===== config.mk =====
export PLATFORM = sky130hd
export DESIGN_NAME = xbus_seq
export DESIGN_NICKNAME = d
export VERILOG_FILES = /design/src/rtl/xbus_pkg.sv /design/src/rtl/xbus_rst_filter.sv /design/src/rtl/xbus_timebase.sv /design/src/rtl/xbus_decode.sv /design/src/rtl/xbus_seq.sv
export SDC_FILE = /design/constraint.sdc
export NUM_CORES = 1
export LEC_CHECK = 0
export CAP_MARGIN = 20
export CORE_ASPECT_RATIO = 1.25
export CORE_MARGIN = 2
export CORE_UTILIZATION = 42
export CTS_CLUSTER_SIZE = 10
export DETAILED_ROUTE_END_ITERATION = 8
export PLACE_DENSITY = 0.78
export SYNTH_ARGS = -nofsm -noshare
export SYNTH_HDL_FRONTEND = slang
export SYNTH_SLANG_ARGS = --single-unit

===== constraint.sdc =====
create_clock -name clk -period 2.2 [get_ports clk]
set_input_delay 0.44 -clock clk [delete_from_list [all_inputs] [get_ports clk]]
set_output_delay 0.44 -clock clk [all_outputs]
set_load 0.01 [all_outputs]

===== src/rtl/xbus_pkg.sv =====
package xbus_pkg;

    typedef enum logic [2:0] {
        OP_NONE   = 3'd0,
        OP_FETCH  = 3'd1,
        OP_TABLE  = 3'd2,
        OP_DATA8  = 3'd3,
        OP_DATA16 = 3'd4
    } xop_e;

    // unknown codes fall back to an idle cycle
    function automatic xop_e to_op(input logic [2:0] code);
        case (code)
            3'd1:    return OP_FETCH;
            3'd2:    return OP_TABLE;
            3'd3:    return OP_DATA8;
            3'd4:    return OP_DATA16;
            default: return OP_NONE;
        endcase
    endfunction

    function automatic logic is_code(input xop_e op);
        return (op == OP_FETCH) || (op == OP_TABLE);
    endfunction

    function automatic logic is_data(input xop_e op);
        return (op == OP_DATA8) || (op == OP_DATA16);
    endfunction

endpackage


===== src/rtl/xbus_rst_filter.sv =====
module xbus_rst_filter #(
    parameter int LIMIT = 24
) (
    input  logic clk,
    input  logic rst_in,
    output logic rst_q
);
    localparam int CW = $clog2(LIMIT + 1);
    localparam logic [CW-1:0] LIM  = CW'(LIMIT);
    localparam logic [CW-1:0] LIM1 = CW'(LIMIT - 1);

    typedef struct packed {
        logic [CW-1:0] cnt;
        logic          rst;
    } flt_t;

    flt_t f_d, f_q;

    always_comb begin
        f_d = f_q;
        if (!rst_in) begin
            f_d.cnt = '0;
        end else if (f_q.cnt != LIM) begin
            f_d.cnt = f_q.cnt + 1'b1;
        end
        f_d.rst = rst_in && (f_q.cnt >= LIM1);
    end

    always_ff @(posedge clk) begin
        f_q <= f_d;
    end

    assign rst_q = f_q.rst;

endmodule


===== src/rtl/xbus_timebase.sv =====
module xbus_timebase #(
    parameter int MC = 12,
    parameter int PW = $clog2(MC)
) (
    input  logic          clk,
    input  logic          clr,
    output logic [PW-1:0] phase,
    output logic          at_end,
    output logic          at_mid
);
    localparam logic [PW-1:0] LAST = PW'(MC - 1);
    localparam logic [PW-1:0] MIDM = PW'(MC / 2 - 1);

    logic [PW-1:0] phase_d, phase_q;

    always_comb begin
        phase_d = phase_q + 1'b1;
        if (clr || phase_q == LAST) begin
            phase_d = '0;
        end
    end

    always_ff @(posedge clk) begin
        phase_q <= phase_d;
    end

    assign phase  = phase_q;
    assign at_end = (phase_q == LAST);
    assign at_mid = (phase_q == MIDM);

    // the machine cycle wraps to phase 0 after its last clock
    a_r2_phase_wrap: assert property (@(posedge clk) disable iff (clr)
        (phase_q == LAST) |=> (phase_q == '0));

endmodule


===== src/rtl/xbus_decode.sv =====
module xbus_decode import xbus_pkg::*; #(
    parameter int DW         = 8,
    parameter int STATE_CLKS = 2,
    parameter int STATES     = 6,
    parameter int PW         = $clog2(STATE_CLKS * STATES)
) (
    input  logic            idle,
    input  logic [PW-1:0]   phase,
    input  xop_e            op,
    input  logic            wr,
    input  logic [2*DW-1:0] a0,
    input  logic [2*DW-1:0] a1,
    input  logic [DW-1:0]   wd,
    input  logic [DW-1:0]   p2,
    input  logic            aoff,
    output logic            ale,
    output logic            psen_n,
    output logic            rd_n,
    output logic            wr_n,
    output logic [DW-1:0]   lo_out,
    output logic            lo_oe,
    output logic [DW-1:0]   hi_out,
    output logic            cap
);
    localparam int MC = STATE_CLKS * STATES;
    localparam int HALF = MC / 2;
    localparam logic [PW-1:0] P_HALF  = PW'(HALF);
    localparam logic [PW-1:0] P_SC    = PW'(STATE_CLKS);
    localparam logic [PW-1:0] P_PSEND = PW'(HALF - STATE_CLKS);
    localparam logic [PW-1:0] P_RWEND = PW'(MC - 1 - STATE_CLKS);
    localparam logic [PW-1:0] P_WDEND = PW'(MC - STATE_CLKS);

    typedef struct packed {
        logic          ale;
        logic          psen_n;
        logic          rd_n;
        logic          wr_n;
        logic          oe;
        logic [DW-1:0] lo;
        logic [DW-1:0] hi;
        logic          cap;
    } pins_t;

    pins_t pins_d;
    logic          second, code, data, adr_ph, psen_w, rw_w, wd_w;
    logic [PW-1:0] q;
    logic [2*DW-1:0] slot_a;

    always_comb begin
        second = (phase >= P_HALF);
        q      = second ? (phase - P_HALF) : phase;
        code   = is_code(op);
        data   = is_data(op);
        slot_a = second ? a1 : a0;
        psen_w = (q >= P_SC) && (q <= P_PSEND);
        rw_w   = (phase >= P_SC) && (phase <= P_RWEND);
        wd_w   = (phase >= P_SC) && (phase <= P_WDEND);
        adr_ph = (q < P_SC) && (code || (data && !second));

        pins_d        = '0;
        pins_d.psen_n = 1'b1;
        pins_d.rd_n   = 1'b1;
        pins_d.wr_n   = 1'b1;
        pins_d.hi     = '1;
        if (!idle) begin
            pins_d.ale = ((phase == '0) || (phase == P_HALF && !data))
                         && (code || data || !aoff);
            pins_d.psen_n = !(code && psen_w);
            pins_d.rd_n   = !(data && !wr && rw_w);
            pins_d.wr_n   = !(data && wr && rw_w);
            if (adr_ph) begin
                pins_d.oe = 1'b1;
                pins_d.lo = slot_a[DW-1:0];
            end else if (data && wr && wd_w) begin
                pins_d.oe = 1'b1;
                pins_d.lo = wd;
            end
            if (code) begin
                pins_d.hi = slot_a[2*DW-1:DW];
            end else if (op == OP_DATA16) begin
                pins_d.hi = a0[2*DW-1:DW];
            end else begin
                pins_d.hi = p2;
            end
            pins_d.cap = (code && q == P_PSEND) ||
                         (data && !wr && phase == P_RWEND);
        end
    end

    assign ale    = pins_d.ale;
    assign psen_n = pins_d.psen_n;
    assign rd_n   = pins_d.rd_n;
    assign wr_n   = pins_d.wr_n;
    assign lo_out = pins_d.lo;
    assign lo_oe  = pins_d.oe;
    assign hi_out = pins_d.hi;
    assign cap    = pins_d.cap;

endmodule


===== src/rtl/xbus_seq.sv =====
module xbus_seq import xbus_pkg::*; #(
    parameter int DW         = 8,
    parameter int STATE_CLKS = 2,
    parameter int STATES     = 6,
    parameter int RST_MCYC   = 2
) (
    input  logic            clk,
    input  logic            rst_in,
    input  logic [2:0]      req_op,
    input  logic            req_wr,
    input  logic [2*DW-1:0] req_addr,
    input  logic [DW-1:0]   req_wdata,
    input  logic [DW-1:0]   p2_reg,
    input  logic            ale_off,
    output logic            ale,
    output logic            psen_n,
    output logic            rd_n,
    output logic            wr_n,
    output logic [DW-1:0]   lo_out,
    output logic            lo_oe,
    input  logic [DW-1:0]   lo_in,
    output logic [DW-1:0]   hi_out,
    output logic [DW-1:0]   rdata,
    output logic            rvalid
);
    localparam int AW = 2 * DW;
    localparam int MC = STATE_CLKS * STATES;
    localparam int PW = $clog2(MC);

    typedef struct packed {
        xop_e          op;
        logic          wr;
        logic [AW-1:0] a0;
        logic [AW-1:0] a1;
        logic [DW-1:0] wd;
        logic [DW-1:0] p2;
        logic          aoff;
        logic [DW-1:0] rdat;
        logic          rv;
    } st_t;

    localparam st_t ST_RST = '{op: OP_NONE, wr: 1'b0, a0: '0, a1: '0,
                               wd: '0, p2: '1, aoff: 1'b0, rdat: '0, rv: 1'b0};

    logic          rst_q, at_end, at_mid, cap;
    logic [PW-1:0] phase;
    st_t           s_d, s_q;

    xbus_rst_filter #(.LIMIT(RST_MCYC * MC)) u_rst (
        .clk    (clk),
        .rst_in (rst_in),
        .rst_q  (rst_q)
    );

    xbus_timebase #(.MC(MC), .PW(PW)) u_time (
        .clk    (clk),
        .clr    (rst_q),
        .phase  (phase),
        .at_end (at_end),
        .at_mid (at_mid)
    );

    xbus_decode #(.DW(DW), .STATE_CLKS(STATE_CLKS), .STATES(STATES), .PW(PW)) u_dec (
        .idle   (rst_q),
        .phase  (phase),
        .op     (s_q.op),
        .wr     (s_q.wr),
        .a0     (s_q.a0),
        .a1     (s_q.a1),
        .wd     (s_q.wd),
        .p2     (s_q.p2),
        .aoff   (s_q.aoff),
        .ale    (ale),
        .psen_n (psen_n),
        .rd_n   (rd_n),
        .wr_n   (wr_n),
        .lo_out (lo_out),
        .lo_oe  (lo_oe),
        .hi_out (hi_out),
        .cap    (cap)
    );

    always_comb begin
        s_d    = s_q;
        s_d.rv = 1'b0;
        if (at_end) begin
            s_d.op   = to_op(req_op);
            s_d.wr   = req_wr;
            s_d.a0   = req_addr;
            s_d.a1   = req_addr;
            s_d.wd   = req_wdata;
            s_d.p2   = p2_reg;
            s_d.aoff = ale_off;
        end
        if (at_mid) begin
            s_d.a1 = req_addr;
        end
        if (cap) begin
            s_d.rdat = lo_in;
            s_d.rv   = 1'b1;
        end
        if (rst_q) begin
            s_d = ST_RST;
        end
    end

    always_ff @(posedge clk) begin
        s_q <= s_d;
    end

    assign rdata  = s_q.rdat;
    assign rvalid = s_q.rv;

    // while reset is engaged every strobe and port is idle
    a_r1_idle_in_reset: assert property (@(posedge clk) disable iff (!rst_in)
        rst_q |-> (!ale && psen_n && rd_n && wr_n && !lo_oe && !rvalid));

    // an address latch pulse lasts a single clock
    a_r2_ale_one_clk: assert property (@(posedge clk) disable iff (rst_in || rst_q)
        ale |=> !ale);

    // no latch pulse while a data strobe is active
    a_r3_no_ale_in_data: assert property (@(posedge clk) disable iff (rst_in || rst_q)
        (!rd_n || !wr_n) |-> !ale);

    // program-store strobe never overlaps a data strobe
    a_r4_psen_vs_rdwr: assert property (@(posedge clk) disable iff (rst_in || rst_q)
        !psen_n |-> (rd_n && wr_n));

    // low port floats while code bytes are being read
    a_r8_float_on_psen: assert property (@(posedge clk) disable iff (rst_in || rst_q)
        !psen_n |-> !lo_oe);

    // read and write strobes are exclusive
    a_r9_rd_wr_excl: assert property (@(posedge clk) disable iff (rst_in || rst_q)
        !(!rd_n && !wr_n));

    // a valid pulse follows a clock with a read strobe low
    a_r10_valid_after_strobe: assert property (@(posedge clk) disable iff (rst_in || rst_q)
        rvalid |-> $past(!psen_n || !rd_n));

endmodule


==> results of run 1 <==
## cells by family (layout without fill, tap and decap cells)
family | count (synthesis) | after routing | share of synthesized area, %
xor+xnor | 8 | 8 | 2.03
mux | 40 | 40 | 11.6
flops | 72 | 72 | 41.7
fa+ha+maj | 8 | 8 | 2.90
buf+inv | 37 | 167 | 5.87
simple gates | 109 | 109 | 17.3
compound gates | 80 | 81 | 18.5
## layout make-up
type | instances | share of cell area, %
clock buffer | 10 | 2.44
clock inverter | 6 | 1.29
inverter | 5 | 0.407
multi-input combinational | 246 | 40.5
sequential | 72 | 27.9
tap | 97 | 2.32
timing repair buffer | 146 | 25.1
## metal layers
metal  wire length, um  global-route usage [%]  vias up
li1                  -                       -     1511
met1              3850                    25.9     1490
met2              5010                    39.8       87
met3               427                    3.92       19
met4               182                    8.96        0
met5                 0                       0        -
## tightest hold or removal path: stages (launching register included)
cell      delay, ns
dfxtp_1        0.31
nand2b_1       0.06
mux2i_1        0.06
## placed cells by master (no fill, tap or decap), types with 3 or more instances in the layout
master           synthesis  final
dfxtp_1                 72     66
clkdlybuf4s50_1          0     57
buf_4                   10     52
nor2_1                  38     36
mux2i_1                 40     32
a22o_1                  28     28
buf_6                    2     18
nand2b_1                20     17
buf_2                    9     15
nand2_1                 14     14
o21bai_1                 9      9
o22a_1                   9      9
clkbuf_8                 0      9
or2_4                    0      8
mux2i_4                  0      8
a21oi_1                  7      5
xnor2_1                  5      5
o22ai_1                  9      5
ha_1                     8      5
inv_1                    5      4
o21ai_0                  5      4
o22ai_2                  0      4
nand3_1                  4      4
and2_1                   4      4
nand2b_4                 0      3
nand3b_1                 3      3
xor2_1                   3      3
buf_12                   0      3
dfxtp_4                  0      3
dfxtp_2                  0      3
## what timing repair did
item / 4_1_cts / 5_1_grt
gates cloned: 1 / 0
pin swaps: 22 / 7
buffers inserted: 24 / 2
endpoints found under the setup margin: 30 / 30
gates resized for setup: 117 / 17
## where the power goes
group | switching [mW] | internal, mW
clock network | 0.512 | 0.530
registers | 0.0577 | 1.40
logic | 0.225 | 0.376
## through the flow
stage,setup slack [ns],area [sq um],power [mW],std cells
global placement,-0.458,4700,2.00,543
CTS,-0.599,5170,3.11,582
global route,-0.611,5230,3.24,582
detailed placement,-0.513,4700,2.02,543
floorplan,0.00336,3580,1.78,354
finish,-0.536,5230,3.10,582
## final timing paths
check | from | to | slack (ns) | cells past startpoint
max | u_time.phase[1] | lo_out[5] | -0.54 | 8
max reg2reg | u_time.phase[2] | rdata[6] | -0.09 | 11
min reg2reg | rdata[5] | rdata[5] | 0.47 | 2
min | rdata[5] | rdata[5] | 0.47 | 2
## synthesized netlist by cell type, drive strengths merged, types with 2 or more instances
cell	number	area share, %
a2111oi	2	0.69
a21oi	7	1.0
a22o	28	7.1
and2	4	0.72
buf	21	4.1
clkbuf	11	1.2
dfxtp	72	42
ha	8	2.9
inv	5	0.54
mux2i	40	12
nand2	14	1.5
nand2b	20	3.6
nand3	4	0.58
nand3b	3	0.65
nor2	39	4.5
nor2b	3	0.76
nor3b	3	1.1
nor4	2	0.36
o211ai	2	0.43
o21ai	5	0.72
o21bai	9	2.0
o22a	9	2.3
o22ai	9	1.6
or2	9	1.6
xnor2	5	1.3
xor2	3	0.76
## flip-flops by register name (all words and copies together), names as in the netlist
name,flops
rdata,8
rvalid,1
s_q,53
u_rst.f_q,5
u_rst.rst_q,1
u_time.phase,4
==> flow_summary_export.csv, run 1 <==
group,metric,value,unit
route,ant_nets,0,
floorplan,dieArea,8970,sq um
setup_path,critPathLaunchType,"flip-flop",
route,first_iter_violations,159,
synthesis,synth-main-ff-cell,"dfxtp_1",
clock_network,root_buffer,"clkbuf_8",
setup_path,critical_path_peak_fanout,5,
setup_path,crit_path_cell_trace,"ha_4 > nor2b_4 > or3_1 > a211o_1 > o2bb2a_4 > buf_8 > mux2i_4 > buf_6",
clock_network,clk_latency,0.35,ns
global_routing,antenna_found_initial,0,
clock_network,numCtsBuffers,9,
clock_network,htree_levels,3,
setup_path,worstSetupEndpointType,"output port",
pwr,powerDensity,592,nW/um^2
final_layout,fillerInstances,643,
route,avgViaCountPerCell,5.34,
route,wl,9.47,mm
synthesis,synth_fp_nets,409,
placement,post-dp-hpwl,6.10,mm
sta,relSlewSlack,64.4,%
final_layout,seq_area,1460,sq um
sta,finalSetupTns,-8.26,ns
route,via_count,3107,
global_routing,grt_pass1_vias,3355,
sta,drv_slew,0,
final_layout,n_antenna_cell,0,
global_routing,grt_pass1_wl,15.9,mm
route,drc,0,
job,cap_viol_max_count,0,
synthesis,ys_seq_elements,72,
pwr,p_leak,2.24,nW
clock_network,postCtsHoldBufs,0,
sta,timing.fmax,0.366,GHz
synthesis,synth_area,3450,sq um
setup_path,critPathArrivalTime,2.30,ns
floorplan,die_height,105,um
final_layout,layout-drive-gt1-share,32.6,%
setup_path,path_class,"reg2out",
setup_path,critPathRequiredTime,1.76,ns
sta,rsz0062_at_grt,"true",
sta,skew,0.0108,ns
floorplan,io_pins,77,
global_routing,grt_max_degree,21,
synthesis,synth_seq_area_share,41.7,%
sta,finalSetupViolations,29,
final_layout,nets,535,
synthesis,synth_cell_type_count,50,
sta,fin_crit,2.74,ns
clock_network,clkSlewWorstSetupHoldPaths,0.08,ns
synthesis,synthCells,354,
route,wire_per_inst,16.3,um
floorplan,rows,37,
final_layout,multi_input_area,2120,sq um
synthesis,yosysWarnings,0,
global_routing,grt_usage,22.3,%
clock_network,cts_tree,"done",
floorplan,die_w,85.1,um
floorplan,initial_utilization,42.6,%
sta,whs,0.475,ns
placement,gp_congestion,0.830,
sta,fin_ws,-0.536,ns
final_layout,utilization,64.5,%
synthesis,avgSynthCellArea,9.76,sq um
route,firstDrtPassIters,4,
run_status,status,"finished with violations",
synthesis,synthArstFlopShare,0,%
sta,finalCritPeriodShare,124,%
setup_path,critical-path-max-stage-delay,0.35,ns
setup_path,critPathTopFamily,"compound AO/OA/AOI/OAI gates",
floorplan,core-area,8100,sq um
synthesis,synth_edf_count,0,
hold_path,min-delay-path-class,"reg2reg",
clock_network,cts_sinks,72,
final_layout,syn2layout_area_growth,51.2,%
placement,port_buffers,76,
sta,hold_violations,0,
run_status,violations,"negative setup slack",
pwr,peakVddDrop,0.000415,V
clock_network,clk_path_buf_depth,2,
setup_path,path_buf_inv,2,
global_routing,grt-ovfl-total,0,
setup_path,critPathSlowestCell,"dfxtp_4",
sta,tightest_slew,0.534,ns
No activity file was read; power rests on OpenSTA's default activity.
==> run 2: changes to the inputs <==
CORE_MARGIN = not set   (was 2)
==> run 2 against run 1 <==
The flow still finishes with violations (negative setup slack). Die area is 4.2% lower. Design area is 1.2% higher. Sequential cell count unchanged. Maximum frequency decreased by 0.26%. Clock skew increased by 0.0061 ns. Register-to-register slack is essentially flat. Sequential share of layout area shrank 0.42 points. Utilization rose by 2.6 points. Worst setup slack got worse by 0.0072 ns. Worst hold slack improved by 0.0019 ns.
==> flow_summary_export.csv, run 2 (synthesis results as in run 1) <==
group,metric,value,unit
run_status,status,"finished with violations",
run_status,violations,"negative setup slack",
global_routing,grt_max_degree,21,
floorplan,dieArea,8590,sq um
route,ant_nets,0,
sta,drv_slew,0,
pwr,power_frac_seq,43.6,%
setup_path,worstSetupEndpointType,"output port",
clock_network,numCtsBuffers,9,
route,via_count,3121,
setup_path,crit_path_cell_trace,"ha_4 > nor2b_4 > or3_1 > a211o_1 > o2bb2a_4 > buf_8 > mux2i_4 > buf_2",
clock_network,cts_tree,"done",
pwr,peakVddDrop,0.000567,V
global_routing,met3_usage,5.00,%
final_layout,layout-drive-gt1-share,32.9,%
pwr,powerDensity,633,nW/um^2
placement,dp_slack,-0.493,ns
pwr,p_sw,814,uW
setup_path,critPathArrivalTime,2.30,ns
final_layout,syn2layout_area_growth,53.1,%
global_routing,grt_pass1_vias,3177,
global_routing,grt_pass1_wl,15.1,mm
floorplan,die_w,83.1,um
setup_path,critPathLaunchType,"flip-flop",
pwr,intPower,2.53,mW
global_routing,met1_usage,24.8,%
clock_network,postCtsHoldBufs,0,
final_layout,largest_reg_flops,53,
sta,finalSetupTns,-9.11,ns
pwr,p_clk_share,38.5,%
setup_path,critical_path_peak_fanout,4,
floorplan,rows,36,
placement,placed_area,4670,sq um
final_layout,n_antenna_cell,0,
floorplan,core-area,7880,sq um
sta,fin_ws,-0.543,ns
route,wl,9.47,mm
global_routing,grt-ovfl-total,0,
placement,port_buffers,76,
hold_path,min-delay-path-class,"reg2reg",
global_routing,grt_usage,22.3,%
clock_network,htree_levels,3,
floorplan,die_height,103,um
setup_path,ff2ff_setup_slack,-0.09,ns
pwr,switching_share,24.3,%
global_routing,grt_util_met2,41.0,%
pwr,combPwrFrac,17.9,%
placement,gp_congestion,0.805,
sta,finalCritPeriodShare,125,%
clock_network,clk_latency,0.36,ns
sta,skew,0.0169,ns
sta,timing.fmax,0.365,GHz
sta,rsz0062_at_grt,"true",
route,wire_per_inst,16.5,um
route,firstDrtPassIters,4,
route,drc,0,
job,cap_viol_max_count,0,
clock_network,cts_sinks,72,
global_routing,grt-busiest-layer,"met2",
global_routing,antenna_found_initial,0,
clock_network,root_buffer,"clkbuf_8",
clock_network,clkSlewWorstSetupHoldPaths,0.07,ns
sta,finalSetupViolations,30,
floorplan,initial_utilization,43.8,%
setup_path,critPathRequiredTime,1.76,ns
setup_path,critPathSlowestCell,"dfxtp_4",
setup_path,critical-path-max-stage-delay,0.36,ns
pwr,p_leak,2.25,nW
sta,tightest_slew,0.510,ns
final_layout,final_common_cell,"dfxtp_1",
final_layout,post-route-cell-area,5290,sq um
sta,fin_crit,2.74,ns
clock_network,clk_path_buf_depth,2,
sta,hold_violations,0,
pwr,power,3.35,mW
route,first_iter_violations,137,
setup_path,path_class,"reg2out",
placement,post-dp-hpwl,6.03,mm
floorplan,io_pins,77,
route,avgViaCountPerCell,5.43,
final_layout,final_cell_mix,"66 x dfxtp_1, 55 x clkdlybuf4s50_1, 43 x buf_4",
sta,relSlewSlack,66.0,%
final_layout,nets,530,
placement,dp_cells,537,
final_layout,stdcell_count,575,
final_layout,largest_register,"s_q",
[run 2: cell count changes in the layout (fill, tap and decap cells not counted), sizes merged]
cell,before,now
inv,7,6
buf,89,83
dlymetal6s2s,0,2
clkinv,1,2
clkdlybuf4s50,57,55
bufinv,1,3
dlygate4sd2,0,1
clkinvlp,2,0
[run 2: through the flow]
step	util [%]	hold slack, ns
floorplan	-	0.441
finish	67.1	0.477
global placement	59.2	0.451
global route	67.1	0.506
CTS	64.8	0.480
detailed placement	59.2	0.464
[run 2: worst max-delay path, delay by kind of cell, from the launching register on]
kind / cells / cell delay, ns
compound gates: 2 / 0.56
fa+ha+maj: 1 / 0.15
simple gates: 2 / 0.43
buf+inv: 2 / 0.28
mux: 1 / 0.17
flops: 1 / 0.36
[run 2: final timing paths]
| path | start | end | cells past startpoint |
|---|---|---|---|
| worst max-delay path | u_time.phase[1] | lo_out[3] | 8 |
| worst min-delay path | rdata[5] | rdata[5] | 2 |
| worst max register to register | u_time.phase[2] | rdata[3] | 11 |
| worst min register to register | rdata[5] | rdata[5] | 2 |
[run 2: area by class of cell]
class	count	area [sq um]
flip-flops and latches	72	1450
repair buffers	141	1330
clock inverters	6	116
inverters	5	18.8
multi-input cells	246	2120
clock buffers	10	128
fillers	594	2590
well taps	95	119
[run 2: power groups by stage]
stage / registers (mW) / logic [mW] / clock network (mW)
after floorplan: 1.47 / 0.313 / 0
after global placement: 1.48 / 0.523 / 0
after detailed placement: 1.48 / 0.533 / 0
after CTS: 1.45 / 0.572 / 1.30
after global routing: 1.47 / 0.641 / 1.36
final: 1.46 / 0.600 / 1.29
[run 2: metal layers]
layer / vias to the layer above / wire length (um)
met5: - / 0
met3: 25 / 423
met4: 0 / 216
li1: 1506 / -
met1: 1506 / 3910
met2: 84 / 4910
[run 2: timing repair]
| action | CTS | global route |
|---|---|---|
| resized for setup | 108 | 34 |
| setup endpoints to repair | 30 | 30 |
| cloned | 1 | 0 |
| pin swaps | 16 | 20 |
| buffers inserted | 17 | 6 |
